File: config.mk
export PLATFORM = sky130hd
export DESIGN_NAME = spim_top
export DESIGN_NICKNAME = d
export VERILOG_FILES = /design/src/rtl/spim_pkg.sv /design/src/rtl/spim_ctrl.sv /design/src/rtl/spim_dp.sv /design/src/rtl/spim_top.sv
export SDC_FILE = /design/constraint.sdc
export NUM_CORES = 1
export LEC_CHECK = 0
export CAP_MARGIN = 20
export CORE_MARGIN = 4
export CORE_UTILIZATION = 65
export DETAILED_ROUTE_END_ITERATION = 16
export DONT_BUFFER_PORTS = 1
export PLACE_DENSITY = 0.83
export SLEW_MARGIN = 10
export SYNTH_ARGS = -nofsm -noshare
export SYNTH_HDL_FRONTEND = slang
export SYNTH_SLANG_ARGS = --single-unit
File: constraint.sdc
create_clock -name clk -period 7.71 [get_ports clk]
set_input_delay 0.3855 -clock clk [delete_from_list [all_inputs] [get_ports clk]]
set_output_delay 0.3855 -clock clk [all_outputs]
set_load 0.05 [all_outputs]
File: src/rtl/spim_pkg.sv
package spim_pkg;
  localparam int DATA_W = 16;
  localparam int IDX_W  = $clog2(DATA_W);
  localparam int SEL_W  = 3;

  typedef struct packed {
    logic             active;
    logic             start;
    logic             sample;
    logic             finish;
    logic             abort;
    logic             setFault;
    logic [IDX_W-1:0] bitIdx;
    logic [IDX_W-1:0] lastIdx;
  } spimStrobe_t;
endpackage

File: src/rtl/spim_ctrl.sv
module spim_ctrl
  import spim_pkg::*;
#(
  parameter int SW = SEL_W,
  parameter int IW = IDX_W
) (
  input  logic          clk,
  input  logic          rstN,
  input  logic          enable,
  input  logic          master,
  input  logic          faultEn,
  input  logic [SW-1:0] divSel,
  input  logic [IW-1:0] len,
  input  logic          txWrite,
  input  logic          ssIn,
  output spimStrobe_t   st,
  output logic          sclk,
  output logic          ssOut
);
  localparam int HALF_W = (1 << SW) - 1;

  logic              busy;
  logic              sclkR;
  logic [HALF_W-1:0] divCnt;
  logic [HALF_W-1:0] halfMax;
  logic [SW-1:0]     divQ;
  logic [IW-1:0]     bitCnt;
  logic [IW-1:0]     lenQ;
  logic              faultCond;
  logic              tick;

  assign faultCond = enable & master & faultEn & ~ssIn;
  assign halfMax   = HALF_W'((32'd1 << divQ) - 32'd1);
  assign tick      = busy && (divCnt == halfMax);

  always_comb begin
    st          = '0;
    st.active   = busy;
    st.start    = txWrite && enable && master && !busy && !faultCond;
    st.abort    = busy && faultCond;
    st.sample   = tick && !sclkR && !faultCond;
    st.finish   = tick && sclkR && (bitCnt == lenQ) && !faultCond;
    st.setFault = faultCond;
    st.bitIdx   = bitCnt;
    st.lastIdx  = lenQ;
  end

  always_ff @(posedge clk or negedge rstN) begin
    if (!rstN) begin
      busy   <= 1'b0;
      sclkR  <= 1'b0;
      divCnt <= '0;
      divQ   <= '0;
      bitCnt <= '0;
      lenQ   <= '0;
    end else if (st.start) begin
      busy   <= 1'b1;
      sclkR  <= 1'b0;
      divCnt <= '0;
      divQ   <= divSel;
      bitCnt <= '0;
      lenQ   <= len;
    end else if (st.abort) begin
      busy   <= 1'b0;
      sclkR  <= 1'b0;
      divCnt <= '0;
    end else if (busy) begin
      if (tick) begin
        divCnt <= '0;
        sclkR  <= ~sclkR;
        if (st.finish) busy <= 1'b0;
        else if (sclkR) bitCnt <= bitCnt + 1'b1;
      end else begin
        divCnt <= divCnt + 1'b1;
      end
    end
  end

  assign sclk  = sclkR;
  assign ssOut = ~busy;

  a_r12_sclk_only_in_word: assert property (@(posedge clk) disable iff (!rstN)
    sclkR |-> busy);
  a_r7_abort_idles: assert property (@(posedge clk) disable iff (!rstN)
    st.abort |=> (!busy && !sclkR));
  a_r3_div_bound: assert property (@(posedge clk) disable iff (!rstN)
    busy |-> (divCnt <= halfMax));
  a_r1_bit_bound: assert property (@(posedge clk) disable iff (!rstN)
    busy |-> (bitCnt <= lenQ));
endmodule

File: src/rtl/spim_dp.sv
module spim_dp
  import spim_pkg::*;
#(
  parameter int DW = DATA_W,
  parameter int IW = IDX_W
) (
  input  logic          clk,
  input  logic          rstN,
  input  spimStrobe_t   st,
  input  logic          lsbFirst,
  input  logic          txWrite,
  input  logic [DW-1:0] txData,
  input  logic          rxRead,
  input  logic          miso,
  input  logic          clrFault,
  input  logic          clrOverrun,
  input  logic          errIe,
  output logic          mosi,
  output logic [DW-1:0] rxData,
  output logic          doneFlag,
  output logic          faultFlag,
  output logic          overrunFlag,
  output logic          errIrq
);
  logic [DW-1:0] txHold;
  logic [DW-1:0] rxAcc;
  logic [DW-1:0] rxReg;
  logic          rxFull;
  logic          lsbQ;
  logic [IW-1:0] pos;

  assign pos  = lsbQ ? st.bitIdx : (st.lastIdx - st.bitIdx);
  assign mosi = st.active ? txHold[pos] : 1'b0;

  always_ff @(posedge clk or negedge rstN) begin
    if (!rstN) begin
      txHold <= '0;
      rxAcc  <= '0;
      lsbQ   <= 1'b0;
    end else if (st.start) begin
      txHold <= txData;
      rxAcc  <= '0;
      lsbQ   <= lsbFirst;
    end else if (st.sample) begin
      rxAcc[pos] <= miso;
    end
  end

  always_ff @(posedge clk or negedge rstN) begin
    if (!rstN) begin
      rxReg       <= '0;
      rxFull      <= 1'b0;
      overrunFlag <= 1'b0;
    end else begin
      if (st.finish && rxFull && !rxRead) begin
        if (!clrOverrun) overrunFlag <= 1'b1;
      end else if (st.finish) begin
        rxReg  <= rxAcc;
        rxFull <= 1'b1;
      end else if (rxRead) begin
        rxFull <= 1'b0;
      end
      if (clrOverrun) overrunFlag <= 1'b0;
    end
  end

  always_ff @(posedge clk or negedge rstN) begin
    if (!rstN) begin
      doneFlag  <= 1'b0;
      faultFlag <= 1'b0;
    end else begin
      if (st.finish) doneFlag <= 1'b1;
      else if (txWrite) doneFlag <= 1'b0;
      if (clrFault) faultFlag <= 1'b0;
      else if (st.setFault) faultFlag <= 1'b1;
    end
  end

  assign rxData = rxReg;
  assign errIrq = errIe & (faultFlag | overrunFlag);

  a_r5_fault_sticky: assert property (@(posedge clk) disable iff (!rstN)
    (faultFlag && !clrFault) |=> faultFlag);
  a_r9_discard_keeps_word: assert property (@(posedge clk) disable iff (!rstN)
    (st.finish && rxFull && !rxRead) |=> $stable(rxData));
  a_r8_done_after_finish: assert property (@(posedge clk) disable iff (!rstN)
    st.finish |=> doneFlag);
  a_r7_abort_no_update: assert property (@(posedge clk) disable iff (!rstN)
    st.abort |=> $stable(rxData));
endmodule

File: src/rtl/spim_top.sv
module spim_top
  import spim_pkg::*;
(
  input  logic              clk,
  input  logic              rstN,
  input  logic              cfgEnable,
  input  logic              cfgMaster,
  input  logic              cfgLsbFirst,
  input  logic              cfgErrIe,
  input  logic              cfgFaultEn,
  input  logic [SEL_W-1:0]  cfgDivSel,
  input  logic [IDX_W-1:0]  cfgLen,
  input  logic              txWrite,
  input  logic [DATA_W-1:0] txData,
  input  logic              rxRead,
  output logic [DATA_W-1:0] rxData,
  input  logic              clrFault,
  input  logic              clrOverrun,
  output logic              doneFlag,
  output logic              faultFlag,
  output logic              overrunFlag,
  output logic              errIrq,
  output logic              sclk,
  output logic              mosi,
  output logic              ssOut,
  input  logic              miso,
  input  logic              ssIn
);
  spimStrobe_t st;

  spim_ctrl #(.SW(SEL_W), .IW(IDX_W)) u_ctrl (
    .clk(clk), .rstN(rstN), .enable(cfgEnable), .master(cfgMaster),
    .faultEn(cfgFaultEn), .divSel(cfgDivSel), .len(cfgLen),
    .txWrite(txWrite), .ssIn(ssIn), .st(st), .sclk(sclk), .ssOut(ssOut)
  );

  spim_dp #(.DW(DATA_W), .IW(IDX_W)) u_dp (
    .clk(clk), .rstN(rstN), .st(st), .lsbFirst(cfgLsbFirst),
    .txWrite(txWrite), .txData(txData), .rxRead(rxRead), .miso(miso),
    .clrFault(clrFault), .clrOverrun(clrOverrun), .errIe(cfgErrIe),
    .mosi(mosi), .rxData(rxData), .doneFlag(doneFlag),
    .faultFlag(faultFlag), .overrunFlag(overrunFlag), .errIrq(errIrq)
  );
endmodule

==> metrics.yaml <==
sta:
  holdWs_ns: 0.09951
  fmax_mhz: 249.7
  setup_viol_count_final: 0
  fin_crit_sh_pct: 51.95
  fin_crit_ns: 4.005
  fin_tns_setup_ns: 0
  rsz0062_at_grt: "no"
  fin_ws_ns: 3.705
  final_max_slew_viol_count: 0
  max_slew_margin_pct: 27.79
  hold_viol_final: 0
  tightest_slew_ns: 1.087
  fin_skew_ns: 0.008727
layout:
  fillers: 414
  multi_input_area_um2: 1869
  final_cells: 457
  n_antenna_cell: 0
  design_area_um2: 4136
  layout_common_cells: "nand2_1, dfrtp_1, nand3_1"
  mostFrequentLayoutCell: "nand2_1"
  seq_area_um2: 1827
  syn_to_final_growth_pct: 8.429
  finish.utilization_pct: 73.76
  nets: 423
  drive_gt1_share_pct: 15.06
run:
  drv_cap: 0
setup_path:
  start_kind: "flop"
  crit_path_max_incr_delay_ns: 0.86
  path_max_fanout: 9
  timing.critical_path.mode_cell: "a21oi_1"
  endpoint_kind: "output port"
  worst-r2r-cell-count: 8
  cp.arrival_ns: 3.62
  regToRegEndpoint: "u_dp.rxData[11]$_DFFE_PN0P_"
  r2r_start: "u_ctrl.divQ[2]$_DFFE_PN0P_"
  crit_slowest_cell: "a21oi_1"
  endpoint: "mosi"
  worstPathCellList: "ha_1 > fa_1 > nor2_1 > a21oi_1 > mux4_2 > mux2i_1 > or2_2 > a21oi_1"
  crit_path_start: "u_ctrl.bitCnt[0]$_DFFE_PN0P_"
  r2r_slack_ns: 3.90
  criticalPathCategory: "reg -> out"
  critical_path_required_ns: 7.32
logic_synthesis:
  ys_seq_area_share_pct: 47.88
  synth_area_um2: 3815
  synthArstFlopShare_pct: 100.0
  ys.flop_type: "dfrtp_1"
  yosysUniqueCellTypes: 56
  synth_enable_flop_cells: 0
  synth_fp_nets: 425
  syn-mean-instance-area_um2: 9.987
  ys_warn_count: 0
  synth_cells: 382
  synth_seq_cells: 73
place:
  dp.cells: 438
  placed_area_um2: 3842
  io_buffers: 0
  dp_hpwl_mm: 5.432
  globalplace.congestion: 0.8056
  pre_cts_ws_ns: 3.936
die:
  num_rows: 27
  die_w_um: 84.61
  start_util_pct: 68.03
  die_area_um2: 7159
  die_h_um: 84.61
  core_area_um2: 5608
  ios: 59
route:
  drt_iter0_drc: 222
  vias: 2763
  drt_first_pass_iters: 4
  wl_met2_mm: 3.792
  wl_met3_um: 473
  wl_per_cell_um: 17.16
  maxUsedRoutingLayer: "met4"
  drc: 0
  viasPerCell: 6.046
  wl_mm: 7.844
  postRouteAntennaNets: 0
  routedLengthMet1_mm: 3.428
clock_tree:
  clk_latency_ns: 0.35
  cts_tree: "yes"
  cts_buffers: 9
  htree_levels: 3
  clockBufferDepth: 2
  clk_pin_slew_ns: 0.07
  clock-sinks: 73
  root_buffer: "clkbuf_8"
global_route:
  overflow: 0
  grt_pass1_wl_mm: 12.98
  grt_pass1_vias: 2707
  grt_usage_pct: 22.78
  grt_antenna_before_repair: 0
  grt_max_degree: 74
status:
  outcome: "complete, no violations"
power_and_ir_drop:
  ir_drop_mv: 0.2367
  p_per_area_nw_per_um2: 347.6
  power_leakage_nw: 1.984
  fin_total_pwr_mw: 1.438
min_path:
  min_path_type: "in -> reg"
[critical path: cells and delay by family, from the launching register on]
family | cells | cell delay [ns]
AOI/OAI and AO/OA | 2 | 1.37
adders and majority gates | 2 | 0.75
DFF | 1 | 0.44
muxes | 2 | 0.39
and+or+nand+nor | 2 | 0.33
[metal layers]
metal  track usage [%]  vias up
li1                  -     1337
met1             29.78     1340
met2             35.66       71
met3             5.790       15
met4             10.65        0
met5                 0        -
[synth_stat cells (all sizes together), types with 4 or more instances]
cell type / count / share of area, %
mux2i: 12 / 3.1
a21oi: 19 / 2.5
nor3b: 4 / 0.79
nand4: 7 / 1.5
ha: 6 / 2.0
nand2b: 4 / 0.66
nand3: 23 / 3.0
inv: 11 / 1.1
nor2b: 4 / 0.66
nor3: 7 / 1.2
xor2: 6 / 1.4
and3: 4 / 0.66
nand2: 87 / 8.6
xnor2: 6 / 1.4
a21bo: 12 / 3.1
nor2: 15 / 1.5
mux2: 16 / 5.7
clkbuf: 15 / 1.5
o21ai: 8 / 1.0
dfrtp: 73 / 48
[area by class of cell]
| cell class | count | share of cell area, % |
|---|---|---|
| clock buffer | 10 | 3.327 |
| clock inverter | 6 | 2.753 |
| inverter | 11 | 0.9982 |
| multi-input combinational | 280 | 45.19 |
| sequential | 73 | 44.16 |
| tap | 72 | 2.178 |
| timing repair buffer | 5 | 1.391 |
[flip-flops by register name, summed over array words and instances (netlist names)]
signal / cells
u_ctrl.bitCnt: 4
u_ctrl.busy: 1
u_ctrl.divCnt: 7
u_ctrl.divQ: 3
u_ctrl.lenQ: 4
u_ctrl.sclk: 1
u_dp.doneFlag: 1
u_dp.faultFlag: 1
u_dp.lsbQ: 1
u_dp.overrunFlag: 1
u_dp.rxAcc: 16
u_dp.rxData: 16
u_dp.rxFull: 1
u_dp.txHold: 16
[power by group]
part           internal, mW  switching (mW)  total [mW]  leakage [nW]
logic                 0.198           0.320       0.518         0.890
clock network         0.225           0.147       0.371         0.119
registers             0.460          0.0888       0.548         0.975
[how the worst min path moves through the flow]
stage / start / endpoint / slack (ns) / cells after the start
2_1_floorplan: rstN / u_ctrl.bitCnt[0]$_DFFE_PN0P_ / 0.09 / 0
6_report: clrOverrun / u_dp.overrunFlag$_DFFE_PN0P_ / 0.1 / 1
5_1_grt: clrOverrun / u_dp.overrunFlag$_DFFE_PN0P_ / 0.08 / 1
4_1_cts: clrOverrun / u_dp.overrunFlag$_DFFE_PN0P_ / 0.09 / 1
3_5_place_dp: rstN / u_dp.faultFlag$_DFFE_PN0P_ / 0.09 / 0
3_3_place_gp: rstN / u_dp.doneFlag$_DFFE_PN0P_ / 0.09 / 0
[cell families (layout without fill, tap and decap cells)]
family	after synthesis	after routing	share of synthesized area, %
AOI/OAI and AO/OA	64	64	12.63
xor gates and xnor gates	12	12	2.755
adders and majority gates	7	7	2.493
buffers and inverters	29	32	3.116
DFF	73	73	47.88
muxes	30	30	10.04
and+or+nand+nor	167	167	21.09
[what timing repair did]
item | in CTS | in global routing
endpoints found under the hold margin | 73 | 0
gates resized for setup | 0 | 0
setup buffers | 0 | 0
hold buffers | 2 | 0
endpoints found under the setup margin | 0 | 0
(Power assumes the default switching activity.)
